File: config.mk
export PLATFORM = sky130hd
export DESIGN_NAME = dbuf_pwm
export DESIGN_NICKNAME = d
export VERILOG_FILES = /design/src/rtl/dbuf_pwm_pkg.sv /design/src/rtl/dbuf_pwm_timebase.sv /design/src/rtl/dbuf_pwm_shadow.sv /design/src/rtl/dbuf_pwm_outstage.sv /design/src/rtl/dbuf_pwm.sv
export SDC_FILE = /design/constraint.sdc
export NUM_CORES = 1
export LEC_CHECK = 0
export CAP_MARGIN = 10
export CORE_ASPECT_RATIO = 1.2
export CORE_MARGIN = 2
export CORE_UTILIZATION = 35
export DETAILED_ROUTE_END_ITERATION = 16
export MAX_ROUTING_LAYER = met4
export PLACE_DENSITY = 0.61
export SLEW_MARGIN = 30
export SYNTH_ARGS = -nofsm -noshare
export SYNTH_HDL_FRONTEND = slang
export SYNTH_HIERARCHICAL = 1
export SYNTH_SLANG_ARGS = --single-unit
File: constraint.sdc
create_clock -name clk -period 3 [get_ports clk]
set_input_delay 0.75 -clock clk [delete_from_list [all_inputs] [get_ports clk]]
set_output_delay 0.75 -clock clk [all_outputs]
set_load 0.01 [all_outputs]
File: src/rtl/dbuf_pwm_pkg.sv
package dbuf_pwm_pkg;
   localparam int unsigned TMR_W_DFLT    = 8;
   localparam int unsigned SUB_W_DFLT    = 2;
   localparam int unsigned PRE_STEP_DFLT = 2;
   localparam int unsigned NUM_PRE_DFLT  = 3;
   localparam int unsigned SEL_W_DFLT    = 2;
   localparam int unsigned CTRL_W_DFLT   = 4;
endpackage

File: src/rtl/dbuf_pwm_timebase.sv
module dbuf_pwm_timebase #(
   parameter int unsigned TMR_W    = dbuf_pwm_pkg::TMR_W_DFLT,
   parameter int unsigned SUB_W    = dbuf_pwm_pkg::SUB_W_DFLT,
   parameter int unsigned PRE_STEP = dbuf_pwm_pkg::PRE_STEP_DFLT,
   parameter int unsigned NUM_PRE  = dbuf_pwm_pkg::NUM_PRE_DFLT,
   parameter int unsigned SEL_W    = dbuf_pwm_pkg::SEL_W_DFLT
) (
   input  logic                     clk,
   input  logic                     rst_n,
   input  logic                     run_i,
   input  logic [SEL_W-1:0]         sel_i,
   input  logic [TMR_W-1:0]         period_i,
   output logic                     prd_evt_o,
   output logic [TMR_W+SUB_W-1:0]   base_nxt_o
);
   localparam int unsigned FINE_W = SUB_W + PRE_STEP * (NUM_PRE - 1);
   localparam logic [SEL_W-1:0] SEL_TOP = SEL_W'(NUM_PRE - 1);

   logic [FINE_W-1:0] fine_q, fine_d;
   logic [TMR_W-1:0]  tmr_q, tmr_d;
   logic [FINE_W-1:0] lim_w [NUM_PRE];
   logic [SUB_W-1:0]  sub_w [NUM_PRE];
   logic [SEL_W-1:0]  idx;
   logic              tick;

   // one limit / sub-field tap per prescale option
   generate
      for (genvar k = 0; k < NUM_PRE; k++) begin : g_psc
         localparam int unsigned SPAN_W = SUB_W + PRE_STEP * k;
         assign lim_w[k] = FINE_W'((64'd1 << SPAN_W) - 64'd1);
         assign sub_w[k] = fine_d[PRE_STEP*k +: SUB_W];
      end
   endgenerate

   assign idx       = (sel_i > SEL_TOP) ? SEL_TOP : sel_i;
   assign tick      = run_i && (fine_q >= lim_w[idx]);
   assign prd_evt_o = tick && (tmr_q == period_i);

   always_comb begin
      fine_d = fine_q;
      tmr_d  = tmr_q;
      if (tick) begin
         fine_d = '0;
         tmr_d  = prd_evt_o ? '0 : tmr_q + 1'b1;
      end else if (run_i) begin
         fine_d = fine_q + 1'b1;
      end
   end

   assign base_nxt_o = {tmr_d, sub_w[idx]};

   always_ff @(posedge clk or negedge rst_n) begin
      if (!rst_n) begin
         fine_q <= '0;
         tmr_q  <= '0;
      end else begin
         fine_q <= fine_d;
         tmr_q  <= tmr_d;
      end
   end
endmodule

File: src/rtl/dbuf_pwm_shadow.sv
module dbuf_pwm_shadow #(
   parameter int unsigned DW = 10
) (
   input  logic          clk,
   input  logic          rst_n,
   input  logic          load_i,
   input  logic [DW-1:0] duty_i,
   output logic [DW-1:0] shadow_o
);
   always_ff @(posedge clk or negedge rst_n) begin
      if (!rst_n)      shadow_o <= '0;
      else if (load_i) shadow_o <= duty_i;
   end
endmodule

File: src/rtl/dbuf_pwm_outstage.sv
module dbuf_pwm_outstage #(
   parameter int unsigned DW = 10
) (
   input  logic          clk,
   input  logic          rst_n,
   input  logic          active_i,
   input  logic          prd_evt_i,
   input  logic [DW-1:0] base_nxt_i,
   input  logic [DW-1:0] shadow_i,
   input  logic [DW-1:0] duty_i,
   output logic          pwm_o,
   output logic          oe_o
);
   logic out_q, oe_q;

   // set at the boundary wins over the duty match
   always_ff @(posedge clk or negedge rst_n) begin
      if (!rst_n) begin
         out_q <= 1'b0;
         oe_q  <= 1'b0;
      end else begin
         oe_q <= active_i;
         if (!active_i)                   out_q <= 1'b0;
         else if (prd_evt_i)              out_q <= |duty_i;
         else if (base_nxt_i == shadow_i) out_q <= 1'b0;
      end
   end

   assign pwm_o = out_q;
   assign oe_o  = oe_q;
endmodule

File: src/rtl/dbuf_pwm.sv
module dbuf_pwm #(
   parameter int unsigned TMR_W    = dbuf_pwm_pkg::TMR_W_DFLT,
   parameter int unsigned SUB_W    = dbuf_pwm_pkg::SUB_W_DFLT,
   parameter int unsigned PRE_STEP = dbuf_pwm_pkg::PRE_STEP_DFLT,
   parameter int unsigned NUM_PRE  = dbuf_pwm_pkg::NUM_PRE_DFLT,
   parameter int unsigned SEL_W    = dbuf_pwm_pkg::SEL_W_DFLT,
   parameter int unsigned CTRL_W   = dbuf_pwm_pkg::CTRL_W_DFLT
) (
   input  logic                   clk,
   input  logic                   rst_n,
   input  logic [CTRL_W-1:0]      ctrl_i,
   input  logic                   run_i,
   input  logic [TMR_W-1:0]       period_i,
   input  logic [TMR_W-1:0]       duty_hi_i,
   input  logic [SUB_W-1:0]       duty_lo_i,
   input  logic [SEL_W-1:0]       psc_sel_i,
   output logic                   pwm_o,
   output logic                   pin_oe_o,
   output logic [TMR_W+SUB_W-1:0] shadow_o
);
   localparam int unsigned DW = TMR_W + SUB_W;

   generate
      if (TMR_W < 2)                $error("dbuf_pwm: TMR_W too small");
      if (SUB_W < 1)                $error("dbuf_pwm: SUB_W must be >= 1");
      if (PRE_STEP < 1)             $error("dbuf_pwm: PRE_STEP must be >= 1");
      if (NUM_PRE < 1)              $error("dbuf_pwm: NUM_PRE must be >= 1");
      if (NUM_PRE > (1 << SEL_W))   $error("dbuf_pwm: SEL_W cannot reach all prescale options");
      if (CTRL_W < 1)               $error("dbuf_pwm: CTRL_W must be >= 1");
   endgenerate

   logic          prd_evt;
   logic [DW-1:0] base_nxt;
   logic [DW-1:0] duty_word;
   logic          active;

   assign duty_word = {duty_hi_i, duty_lo_i};
   assign active    = |ctrl_i;

   dbuf_pwm_timebase #(
      .TMR_W(TMR_W), .SUB_W(SUB_W), .PRE_STEP(PRE_STEP),
      .NUM_PRE(NUM_PRE), .SEL_W(SEL_W)
   ) u_tb (
      .clk(clk), .rst_n(rst_n), .run_i(run_i), .sel_i(psc_sel_i),
      .period_i(period_i), .prd_evt_o(prd_evt), .base_nxt_o(base_nxt)
   );

   dbuf_pwm_shadow #(.DW(DW)) u_shd (
      .clk(clk), .rst_n(rst_n), .load_i(prd_evt),
      .duty_i(duty_word), .shadow_o(shadow_o)
   );

   dbuf_pwm_outstage #(.DW(DW)) u_out (
      .clk(clk), .rst_n(rst_n), .active_i(active), .prd_evt_i(prd_evt),
      .base_nxt_i(base_nxt), .shadow_i(shadow_o), .duty_i(duty_word),
      .pwm_o(pwm_o), .oe_o(pin_oe_o)
   );
endmodule

* Yosys cells after proc, flatten, opt, wreduce, memory -nomap -nowiden *
Index checks and enable logic that the tools add are counted.

storage, ports and cells
  register bits after elaboration = 26
  bits of input ports = 27

cells by class
  reductions and logical operators = 4
  bitwise operators = 1
  muxes and demuxes = 14
  order comparisons = 3
  equality and inequality tests = 3
  add/subtract/negate cells = 2

operators with widths
  kind                                                           number
  6-bit 2-to-1 mux                                               4
  8-bit 2-to-1 mux                                               2
  6-bit binary-select mux with 2-bit select                      1
  10-bit equality test                                           1
  10-bit OR reduction                                            1
  8-bit by 1-bit adder with 8-bit output, second input constant  1
  8-bit equality test                                            1
  6-bit by 1-bit adder with 6-bit output, second input constant  1
  6-bit greater-or-equal comparator                              1
  2-bit 2-to-1 mux                                               3
  2-bit binary-select mux with 2-bit select                      1
  4-bit OR reduction                                             1
  3-bit greater-or-equal comparator, second input constant       1
  1-bit 2-to-1 mux                                               3
  3-bit inequality test, second input constant                   1
  2-bit inverter with 3-bit output                               1
  2-bit > comparator, second input constant                      1
  1-bit logical AND                                              2

* Logic depth before layout (Yosys ltp) *
Gate-level depths: netlist (run 1).

  word-level depth = 16
  gate-level depth with buffers = 11
  depth with buffers taken out = 10

* Modules after synthesis *
The synthesis (run 1) kept the hierarchy.

modules (own cells, without submodules)
  module             area an instance (µm²)  sequential area each (µm²)  times used  cells an instance
  dbuf_pwm_timebase  938.4                   350.3                       1           101
  dbuf_pwm_shadow    411.6                   250.2                       1           21
  dbuf_pwm_outstage  210.2                   50.0                        1           22
  dbuf_pwm           7.5                     0.0                         1           1

* Worst setup path after synthesis (run 1) *
OpenSTA, ideal clock, no wires.

  kind = input -> register
  start = input port psc_sel_i[1]
  end = register u_shd.shadow_o[0]
  required time = 2.875 ns
  setup time = 0.125 ns
  setup slack = 0.532 ns
  stages = 9
  arrival = 2.343 ns
  buffers on the path = 3
  cells stage by stage = inv_1 > ha_1 > a31oi_1 > a21oi_1 > buf_2 > buf_2 > and2_1 > buf_6 > mux2_4

between the ends
  longest elaborated chain between the ends = 9

ends and longest elaborated chain
  what                                                        line                     source
  start: declaration                                          dbuf_pwm.sv:16           input logic [SEL_W-1:0] psc_sel_i,
  2-bit > comparator                                          dbuf_pwm_timebase.sv:35  assign idx = (sel_i > SEL_TOP) ? SEL_TOP : sel_i;
  2-bit 2-to-1 mux (*)                                        dbuf_pwm_timebase.sv:35
  2-bit inverter with 3-bit output (not written as such) (*)  dbuf_pwm_timebase.sv:36  assign tick = run_i && (fine_q >= lim_w[idx]);
  6-bit binary-select mux with 2-bit select (*)               dbuf_pwm_timebase.sv:36
  6-bit 2-to-1 mux (not written as such) (*) (2 in a row)     dbuf_pwm_timebase.sv:36
  6-bit greater-or-equal comparator (*)                       dbuf_pwm_timebase.sv:36
  1-bit logical AND (*)                                       dbuf_pwm_timebase.sv:36
  1-bit logical AND (*)                                       dbuf_pwm_timebase.sv:37  assign prd_evt_o = tick && (tmr_q == period_i);
  net prd_evt                                                 dbuf_pwm.sv:32           logic prd_evt;
  end signal: assignment                                      dbuf_pwm_shadow.sv:12    else if (load_i) shadow_o <= duty_i;
  end: declaration                                            dbuf_pwm_shadow.sv:8     output logic [DW-1:0] shadow_o

Mark *: on every way through the listed nets, which the timed path passes. The rest lies on a longest branch. The select of a mux whose other input is x is not followed.
A chain may end at the register's enable or synchronous reset.

* Worst setup path after layout (run 1) *
  start = input port psc_sel_i[1]
  end = register u_out.out_q (netlist: u_out/pwm_o)

RTL lines
  what                                                        line                     source
  2-bit > comparator                                          dbuf_pwm_timebase.sv:35
  2-bit 2-to-1 mux (*)                                        dbuf_pwm_timebase.sv:35
  2-bit inverter with 3-bit output (not written as such) (*)  dbuf_pwm_timebase.sv:36
  6-bit binary-select mux with 2-bit select (*)               dbuf_pwm_timebase.sv:36
  6-bit 2-to-1 mux (not written as such) (*) (2 in a row)     dbuf_pwm_timebase.sv:36
  6-bit greater-or-equal comparator (*)                       dbuf_pwm_timebase.sv:36
  1-bit logical AND (*)                                       dbuf_pwm_timebase.sv:36
  1-bit logical AND                                           dbuf_pwm_timebase.sv:37
  8-bit 2-to-1 mux                                            dbuf_pwm_timebase.sv:44  tmr_d = prd_evt_o ? '0 : tmr_q + 1'b1;
  8-bit 2-to-1 mux (*)                                        dbuf_pwm_timebase.sv:42  if (tick) begin
  net base_nxt[6]                                             dbuf_pwm.sv:33           logic [DW-1:0] base_nxt;
  10-bit equality test (*)                                    dbuf_pwm_outstage.sv:25  else if (base_nxt_i == shadow_i) out_q <= 1'b0;
  3-bit inequality test (no line) (*)                         n/a
  end signal: assignment                                      dbuf_pwm_outstage.sv:24  else if (prd_evt_i) out_q <= |duty_i;
  end: declaration                                            dbuf_pwm_outstage.sv:14  logic out_q, oe_q;

Marked as above.

==> metrics.txt, run 1 <==
status completed; crit-path max FO 8; initial antenna violation count 0; cts hold-fix bufs 0; VDD IR max 0.2247 mV; pre-CTS WS -0.03887 ns; core area 4294 um2; drt wl/cell 13.99 um; number of gates resized after CTS 0; crit path launch type input port; WS Path Type in -> reg; Worst Path Arrival 2.95 ns; Die Ht 77.32 um; Setup WS post-layout 0.2136 ns; main flop type after synthesis dfrtp_1; grt total ovfl 0; met1 Usage GRT 0.1877; Synth cell types 35; overall power 1287 uW; Critical Path End Type register; HPWL Detailed 2697 um; worst r2r src u_tb/fine_q[0]$_DFF_PN0_; die area 5033 um2; Seq cells post-synth 26; Max Freq 358.9 MHz; Starting Density 0.3651; Most Used Layer, Global Route met2; # clock sinks 26; pin count of the biggest net entering global routing 27; layout overhead on the synthesized area 35.04%; Cell Rows 26; Synth Cell Area 1568 um2; required time worst endpoint 3.17 ns; via count 1,225; Tot GR Track Use 0.1509; DRC 0; syn avg cell area 10.81 um2; Via-to-Cell Ratio 5.000; Post-synth EDFFs 0; clk_skew 0.007168 ns; Hold Path Origin u_shd/shadow_o[3]$_DFFE_PN0P_; relative slew slack 0.7812; GP Congestion 0.8215; M3 GR Usage 0.01613; Ant. Diodes 0; setup TNS 0 ns; clock buffer count from CTS 3; vias in the first global route 1,307; RSZ-0062 raised after global routing false; CTS H-tree lvls 1; Clock Path Buffers 2; warning count from the yosys run 6; number of setup violations in the final report 0; Post-DRT Antenna Nets 0; Post-Route WL 3428 um; Leak 0.0009233 uW; met2 Usage GRT 0.2474; Reg-to-Reg End u_out/pwm_o$_DFFE_PN0P_; clock root buffer clkbuf_8; nets 222; Worst R2R Path Depth 11; Power Density 608.1 nW/um2; Hold Crit Depth 1; Worst Tran Pin Value 0.3282 ns; Slew Limit Fails 0; hold crit path type reg -> reg; clock insertion delay at the later pin of the skew report 0.27 ns; I/O Pins 39; final worst path period need 2.786 ns; Hold EP u_shd/shadow_o[3]$_DFFE_PN0P_; post-synthesis sequential area ratio 0.4150; Max-Cap Viols 0; input/output buffers 38; Final Cycle Share 0.9288; r2r setup slk 0.64 ns; Syn Nets 177; DRT Pass-1 Iters 4; final hold violation count 0; Synth Instances 145; worst hold slack 0.5764 ns; global-route wire length before repair 5816 um; chip width 65.10 um; # Post-CTS Setup Buffers 0; clock slew seen by the registers of the worst setup and hold paths 0.09 ns; layout cells sized above 1 0.1587; CTS tree done; DRT iter0 DRCs 44; Async SR Flop Fraction 1.000
[metal layers]
layer	part of all wire	vias to the layer above	routed length, um
met5	0	-	0
met4	0.017	0	58
met3	0.035	4	120
met2	0.49	38	1679
met1	0.46	585	1571
li1	-	598	-
[per-stage QoR]
step,util,area [um2],std cells
4_1_cts,0.4930,2117,245
3_5_place_dp,0.4764,2046,241
2_1_floorplan,-,1568,145
5_1_grt,0.4930,2117,245
3_3_place_gp,0.4764,2046,241
6_report,0.4930,2117,245
[cell usage after synthesis (2+ instances only)]
cell / instances / area share
a21oi_1: 2 / 0.0064
a22o_1: 6 / 0.034
a31oi_1: 3 / 0.012
and3_1: 2 / 0.0080
buf_2: 2 / 0.0064
buf_6: 2 / 0.014
dfrtp_1: 26 / 0.42
ha_1: 5 / 0.040
inv_1: 4 / 0.0096
mux2_4: 10 / 0.096
mux2i_1: 2 / 0.013
nand2_1: 4 / 0.0096
nand3_1: 4 / 0.013
nand4_1: 3 / 0.012
nor2_1: 15 / 0.036
nor2b_1: 3 / 0.012
nor3_1: 2 / 0.0064
nor4_2: 4 / 0.032
o21ai_1: 9 / 0.029
xnor2_1: 10 / 0.056
xor2_1: 13 / 0.073
[worst max-delay path: stages]
cell and delay, ns:
clkdlybuf4s50_1 0.47, inv_1 0.07, ha_1 0.29, a31oi_1 0.18, a21oi_1 0.11, buf_4 0.17
and2_4 0.15, a22o_1 0.23, xnor2_1 0.17, a41oi_1 0.12, a31oi_1 0.16, o21ai_1 0.08
[registers in the layout (all words and copies together), names as in the netlist]
signal,cells
u_shd/shadow_o,10
u_tb/fine_q,6
u_out/oe_o,1
u_out/pwm_o,1
u_tb/tmr_q,8
[placed cells by master, fill, tap and decap left out, types with 2 or more instances in the layout]
cell | netlist | final
buf_4 | 0 | 6
a22o_1 | 6 | 6
nor4_2 | 4 | 4
a31oi_1 | 3 | 3
nor3_1 | 2 | 2
nor2b_1 | 3 | 3
clkbuf_8 | 0 | 3
mux2i_1 | 2 | 2
nor2_1 | 15 | 15
nand4_1 | 3 | 3
xnor2_1 | 10 | 10
nand2_1 | 4 | 4
ha_1 | 5 | 5
dfrtp_1 | 26 | 26
a21oi_1 | 2 | 2
xor2_1 | 13 | 13
clkdlybuf4s50_1 | 0 | 38
mux2_4 | 10 | 10
inv_1 | 4 | 4
nand3_1 | 4 | 4
and3_1 | 2 | 2
o21ai_1 | 9 | 9
[logic make-up after synthesis]
logic type	after synthesis	share of synthesized area
adders and majority gates	5	0.03990
AOI/OAI and AO/OA	24	0.1014
DFF	26	0.4150
xor gates and xnor gates	23	0.1285
and+or+nand+nor	45	0.1660
buffers and inverters	9	0.03351
muxes	13	0.1157
[area by class of cell]
class / instances / area, um2
Clock buffer: 3 / 41.29
Clock inverter: 1 / 30.03
Fill cell: 410 / 2177
Inverter: 4 / 15.01
Multi-Input combinational cell: 110 / 864.6
Sequential cell: 26 / 650.6
Tap cell: 56 / 70.07
Timing Repair Buffer: 45 / 445.4
[power breakdown]
group / internal (uW) / switching (uW) / leakage [uW]
logic: 251 / 231 / 0.000546
registers: 427 / 87.3 / 0.000341
clock network: 179 / 112 / 0.0000357
total: 856 / 431 / 0.000923
[how the worst max path moves through the flow]
stage | cells after the start | slack (ns) | from | end
final | 12 | 0.21 | psc_sel_i[1] | u_out/pwm_o$_DFFE_PN0P_
after global routing | 13 | 0.05 | psc_sel_i[1] | u_out/pwm_o$_DFFE_PN0P_
after CTS | 12 | 0.24 | psc_sel_i[1] | u_out/pwm_o$_DFFE_PN0P_
after detailed placement | 12 | -0.04 | psc_sel_i[1] | u_out/pwm_o$_DFFE_PN0P_
after global placement | 12 | -0.03 | psc_sel_i[1] | u_out/pwm_o$_DFFE_PN0P_
after floorplan | 9 | 0.53 | psc_sel_i[1] | u_shd/shadow_o[0]$_DFFE_PN0P_
Power figures use the tool's default switching activity.
==> run 2, diff against run 1 <==
--- a/config.mk
+++ b/config.mk
@@ -7,12 +7,10 @@
 export LEC_CHECK = 0
 export CAP_MARGIN = 10
 export CORE_ASPECT_RATIO = 1.2
-export CORE_MARGIN = 2
 export CORE_UTILIZATION = 35
 export DETAILED_ROUTE_END_ITERATION = 16
-export MAX_ROUTING_LAYER = met4
 export PLACE_DENSITY = 0.61
-export SLEW_MARGIN = 30
+export SLEW_MARGIN = 5
 export SYNTH_ARGS = -nofsm -noshare
 export SYNTH_HDL_FRONTEND = slang
 export SYNTH_HIERARCHICAL = 1
==> metrics.txt, run 2 (synthesis results as in run 1) <==
clock insertion delay at the later pin of the skew report 0.27 ns (about the same); M1 WL 1603 um (was 1571 um); Hold EP u_shd/shadow_o[8]$_DFFE_PN0P_ (was u_shd/shadow_o[3]$_DFFE_PN0P_); layout overhead on the synthesized area 33.12% (was 35.04%); commonest non-fill, non-tap cell in the layout clkdlybuf4s50_1 (unchanged); number of gates resized after CTS 0 (unchanged); final worst path period need 2.856 ns (was 2.786 ns); # clock sinks 26 (unchanged); GP Congestion 0.8388 (was 0.8215); Post-DRT Antenna Nets 0 (unchanged); cts hold-fix bufs 0 (unchanged); clock root buffer clkbuf_8 (unchanged); initial antenna violation count 0 (unchanged); clock slew seen by the registers of the worst setup and hold paths 0.08 ns (was 0.09 ns); grt total ovfl 0 (unchanged); DRC 0 (unchanged); commonest cells after routing, fill and taps aside clkdlybuf4s50_1 (38), dfrtp_1 (26), nor2_1 (15) (unchanged); Hold Path Origin u_shd/shadow_o[8]$_DFFE_PN0P_ (was u_shd/shadow_o[3]$_DFFE_PN0P_); Worst Path Arrival 3.01 ns (was 2.95 ns); clk_skew 0.001460 ns (was 0.007168 ns); crit-path max FO 8 (unchanged); met2 wire len 1693 um (was 1679 um); placed instance area 2046 um2 (unchanged); WS Path Type in -> reg (unchanged); Leak 0.0009090 uW (was 0.0009233 uW); via count 1,233 (was 1,225); Starting Density 0.3679 (was 0.3651); drt wl/cell 14.41 um (was 13.99 um); HPWL Detailed 2824 um (was 2697 um); Worst R2R Path Depth 11 (unchanged); I/O Pins 39 (unchanged); input/output buffers 38 (unchanged); global-route wire length before repair 5802 um (was 5816 um); RSZ-0062 raised after global routing false (unchanged); Clock Path Buffers 2 (unchanged); die area 4752 um2 (was 5033 um2); Power Density 572.1 nW/um2 (was 608.1 nW/um2); Max-Cap Viols 0 (unchanged); relative slew slack 0.7861 (was 0.7812); CTS tree done (unchanged); Worst Tran Pin Value 0.3209 ns (was 0.3282 ns); Top Metal Used met4 (unchanged); clock buffer count from CTS 3 (unchanged); Via-to-Cell Ratio 5.053 (was 5.000); status completed (unchanged); Cell Rows 26 (unchanged); core area 4262 um2 (was 4294 um2); DRT Pass-1 Iters 4 (unchanged); layout cells sized above 1 0.1543 (was 0.1587); nets 222 (unchanged); Top Registers u_shd/shadow_o: 10 flops, u_tb/tmr_q: 8 flops, u_tb/fine_q: 6 flops (unchanged); VDD IR max 0.2176 mV (was 0.2247 mV); number of setup violations in the final report 0 (unchanged); Tot GR Track Use 0.1597 (was 0.1509); final hold violation count 0 (unchanged); overall power 1194 uW (was 1287 uW); DRT iter0 DRCs 36 (was 44); crit path launch type input port (unchanged); CTS H-tree lvls 1 (unchanged); Final Cycle Share 0.9518 (was 0.9288); worst r2r src u_tb/fine_q[0]$_DFF_PN0_ (unchanged); Max Freq 350.2 MHz (was 358.9 MHz); required time worst endpoint 3.16 ns (was 3.17 ns); Reg-to-Reg End u_out/pwm_o$_DFFE_PN0P_ (unchanged); r2r setup slk 0.59 ns (was 0.64 ns); WL met3 146 um (was 120 um); Top reg by flops u_shd/shadow_o (unchanged); Critical Path End Type register (unchanged); pin count of the biggest net entering global routing 27 (unchanged); Die Ht 75.32 um (was 77.32 um); vias in the first global route 1,265 (was 1,307); Slew Limit Fails 0 (unchanged); number of flip-flops under the largest register name 10 (unchanged); Post-Route WL 3515 um (was 3428 um); chip width 63.10 um (was 65.10 um); Design Area, Final 2087 um2 (was 2117 um2); Hold Crit Depth 1 (unchanged); # Post-CTS Setup Buffers 0 (unchanged); Ant. Diodes 0 (unchanged); hold crit path type reg -> reg (unchanged)
## run 2: cell types whose count changed in the layout (fill, tap and decap cells not counted), sizes merged
cell,delta
bufinv,-1
## run 2: per-stage QoR
stage / setup TNS [ns] / hold WS (ns) / utilization / worst slack, ns / std cells
after detailed placement: -0.1278 / 0.5464 / 0.4800 / -0.1200 / 241
after global placement: -0.03828 / 0.5467 / 0.4800 / -0.03828 / 241
final: 0 / 0.5725 / 0.4897 / 0.1445 / 244
after CTS: 0 / 0.5718 / 0.4897 / 0.1562 / 244
after floorplan: 0 / 0.4544 / - / 0.5323 / 145
after global routing: 0 / 0.5960 / 0.4897 / 0.01259 / 244
## run 2: worst max-delay path by stage
| stage | from | to | slack, ns | cells after the start |
|---|---|---|---|---|
| after detailed placement | psc_sel_i[1] | u_out/pwm_o$_DFFE_PN0P_ | -0.12 | 12 |
| after floorplan | psc_sel_i[1] | u_shd/shadow_o[0]$_DFFE_PN0P_ | 0.53 | 9 |
| after CTS | psc_sel_i[1] | u_out/pwm_o$_DFFE_PN0P_ | 0.16 | 12 |
| after global placement | psc_sel_i[1] | u_out/pwm_o$_DFFE_PN0P_ | -0.04 | 12 |
| after global routing | psc_sel_i[1] | u_out/pwm_o$_DFFE_PN0P_ | 0.01 | 12 |
| final | psc_sel_i[1] | u_out/pwm_o$_DFFE_PN0P_ | 0.14 | 12 |
## run 2: worst max-delay path, cell delays in order
cell	delay, ns
clkdlybuf4s50_1	0.48
inv_1	0.08
ha_1	0.30
a31oi_1	0.20
a21oi_1	0.11
buf_4	0.17
and2_4	0.16
a22o_1	0.22
xnor2_1	0.18
a41oi_1	0.13
a31oi_1	0.15
o21ai_1	0.08
## run 2: area by class of cell
class	instances	area, um2
fillers	397	2175
multi-input cells	110	864.6
flip-flops and latches	26	650.6
repair buffers	45	445.4
well taps	56	70.07
clock buffers	3	41.29
inverters	4	15.01
## run 2: power breakdown
group	switching, uW	total [uW]	internal, uW	leakage, uW
Combinational	235	487	251	0.000546
Sequential	89.1	516	427	0.000341
Clock	102	192	89.9	0.0000216
Total	426	1190	768	0.000909
## run 2: metal layers
layer / track usage / vias to the layer above
met5: 0 / -
met4: 0.07752 / 0
met3: 0.02844 / 7
met2: 0.2616 / 35
met1: 0.2064 / 595
li1: - / 596
==> run 3, diff against run 2 <==
--- a/config.mk
+++ b/config.mk
@@ -7,9 +7,9 @@
 export LEC_CHECK = 0
 export CAP_MARGIN = 10
 export CORE_ASPECT_RATIO = 1.2
-export CORE_UTILIZATION = 35
+export CORE_UTILIZATION = 49
 export DETAILED_ROUTE_END_ITERATION = 16
-export PLACE_DENSITY = 0.61
+export PLACE_DENSITY = 0.81
 export SLEW_MARGIN = 5
 export SYNTH_ARGS = -nofsm -noshare
 export SYNTH_HDL_FRONTEND = slang
==> metrics.txt, run 3 (synthesis results as in run 1) <==
grt total ovfl 0 (unchanged); Top reg by flops u_shd/shadow_o (unchanged); clock root buffer clkbuf_4 (was clkbuf_8); pre-CTS WS -0.07574 ns (was -0.1200 ns); Post-Route WL 3501 um (was 3515 um); commonest non-fill, non-tap cell in the layout clkdlybuf4s50_1 (unchanged); CP Launch Point psc_sel_i[1] (unchanged); via count 1,251 (was 1,233); hold crit path type reg -> reg (unchanged); initial antenna violation count 0 (unchanged); Die Ht 63.96 um (was 75.32 um); setup TNS 0 ns (unchanged); Reg-to-Reg End u_out/pwm_o$_DFFE_PN0P_ (unchanged); Starting Density 0.5131 (was 0.3679); I/O Pins 39 (unchanged); cts hold-fix bufs 0 (unchanged); Cell Rows 22 (was 26); CTS H-tree lvls 1 (unchanged); clk_skew 0.01449 ns (was 0.001460 ns); number of flip-flops under the largest register name 10 (unchanged); crit path to u_out/pwm_o$_DFFE_PN0P_ (unchanged); Clock Path Buffers 2 (unchanged); Final Cycle Share 0.9121 (was 0.9518); crit path launch type input port (unchanged); fin util 0.6716 (was 0.4897); r2r setup slk 0.63 ns (was 0.59 ns); VDD IR max 0.3502 mV (was 0.2176 mV); Worst path max stage delay 0.48 ns (about the same); # Post-CTS Setup Buffers 0 (unchanged); Slew Limit Fails 0 (unchanged); CP dominant cell by count a31oi_1 (unchanged); Top Registers u_shd/shadow_o: 10 flops, u_tb/tmr_q: 8 flops, u_tb/fine_q: 6 flops (unchanged); # clock sinks 26 (unchanged); final worst path period need 2.736 ns (was 2.856 ns); clock insertion delay at the later pin of the skew report 0.32 ns (was 0.27 ns); Layout fillers 243 (was 397); Worst Path Arrival 2.95 ns (was 3.01 ns); Setup WS post-layout 0.2638 ns (was 0.1445 ns); number of setup violations in the final report 0 (unchanged); crit-path max FO 8 (unchanged); HPWL Detailed 2783 um (was 2824 um); Power Density 576.0 nW/um2 (was 572.1 nW/um2); layout cells sized above 1 0.1632 (was 0.1543); CTS tree done (unchanged); Post-DRT Antenna Nets 0 (unchanged); worst r2r src u_tb/fine_q[0]$_DFF_PN0_ (unchanged); Tot GR Track Use 0.2333 (was 0.1597); core area 3055 um2 (was 4262 um2); vias in the first global route 1,345 (was 1,265); DRT iter0 DRCs 34 (was 36); final hold violation count 0 (unchanged); overall power 1182 uW (was 1194 uW); clock buffer count from CTS 3 (unchanged); input/output buffers 38 (unchanged); Max-Cap Viols 0 (unchanged); required time worst endpoint 3.21 ns (was 3.16 ns); die area 3430 um2 (was 4752 um2); pin count of the biggest net entering global routing 27 (unchanged); Ant. Diodes 0 (unchanged); Max Freq 365.5 MHz (was 350.2 MHz); status completed (unchanged); commonest cells after routing, fill and taps aside clkdlybuf4s50_1 (38), dfrtp_1 (26), nor2_1 (15) (unchanged); Critical Path End Type register (unchanged); clock slew seen by the registers of the worst setup and hold paths 0.13 ns (was 0.08 ns); drt wl/cell 15.49 um (was 14.41 um); WS Path Type in -> reg (unchanged); Via-to-Cell Ratio 5.535 (was 5.053); RSZ-0062 raised after global routing false (unchanged); global-route wire length before repair 5858 um (was 5802 um); GP Congestion 0.8216 (was 0.8388); layout overhead on the synthesized area 30.89% (was 33.12%); DRT Pass-1 Iters 4 (unchanged); DRC 0 (unchanged); number of gates resized after CTS 0 (unchanged); CP cell instances clkdlybuf4s50_1 > inv_1 > ha_1 > a31oi_1 > a21oi_1 > buf_4 > and2_4 > a22o_1 > xnor2_1 > a41oi_1 > a31oi_1 > o21ai_1 (unchanged); relative slew slack 0.7822 (was 0.7861); chip width 53.64 um (was 63.10 um); nets 223 (was 222); Leak 0.0009113 uW (was 0.0009090 uW); Worst R2R Path Depth 11 (unchanged); Worst Tran Pin Value 0.3267 ns (was 0.3209 ns); slowest library cell on the worst path clkdlybuf4s50_1 (unchanged)
-- run 3: cell count changes in the layout (fill, tap and decap cells not counted) --
cell	change
buf_12	-1
clkbuf_8	-2
clkbuf_4	+3
buf_4	+2
-- run 3: critical path: cells and delay by family --
family | cells | cell delay (ns)
simple gates | 1 | 0.16
buf+inv | 3 | 0.71
fa+ha+maj | 1 | 0.29
compound gates | 6 | 0.84
xor+xnor | 1 | 0.18
-- run 3: routing by layer --
metal / GRT usage / vias up / wire, um
li1: - / 604 / -
met1: 0.2842 / 592 / 1432
met2: 0.3969 / 47 / 1833
met3: 0.04524 / 8 / 170
met4: 0.08224 / 0 / 64
met5: 0 / - / 0
-- run 3: area by class of cell --
type	instances	area (um2)	share of cell area
Clock buffer	4	36.28	0.01768
Sequential cell	26	650.6	0.3171
Multi-Input combinational cell	110	864.6	0.4213
Inverter	4	15.01	0.007317
Timing Repair Buffer	46	440.4	0.2146
Tap cell	36	45.04	0.02195
-- run 3: power breakdown --
group,switching (uW),internal (uW),total [uW]
registers,89.7,426,516
clock network,102,74.2,176
logic,237,253,490
total,429,753,1180
-- run 3: through the flow --
step                cell area [um2]  hold slack, ns  std cells
floorplan                      1568          0.4544        145
global placement               2016          0.5449        222
detailed placement             2016          0.5453        222
CTS                            2052          0.5818        226
global route                   2052          0.6066        226
finish                         2052          0.5876        226
-- run 3: worst min-delay path by stage --
stage                                   from                             to  slack (ns)  depth (start not counted)
5_1_grt        u_shd/shadow_o[7]$_DFFE_PN0P_  u_shd/shadow_o[7]$_DFFE_PN0P_        0.61                          1
6_report       u_shd/shadow_o[7]$_DFFE_PN0P_  u_shd/shadow_o[7]$_DFFE_PN0P_        0.59                          1
3_3_place_gp   u_shd/shadow_o[8]$_DFFE_PN0P_  u_shd/shadow_o[8]$_DFFE_PN0P_        0.54                          1
2_1_floorplan                          rst_n           u_out/oe_o$_DFF_PN0_        0.45                          0
3_5_place_dp   u_shd/shadow_o[7]$_DFFE_PN0P_  u_shd/shadow_o[7]$_DFFE_PN0P_        0.55                          1
4_1_cts        u_shd/shadow_o[7]$_DFFE_PN0P_  u_shd/shadow_o[7]$_DFFE_PN0P_        0.58                          1
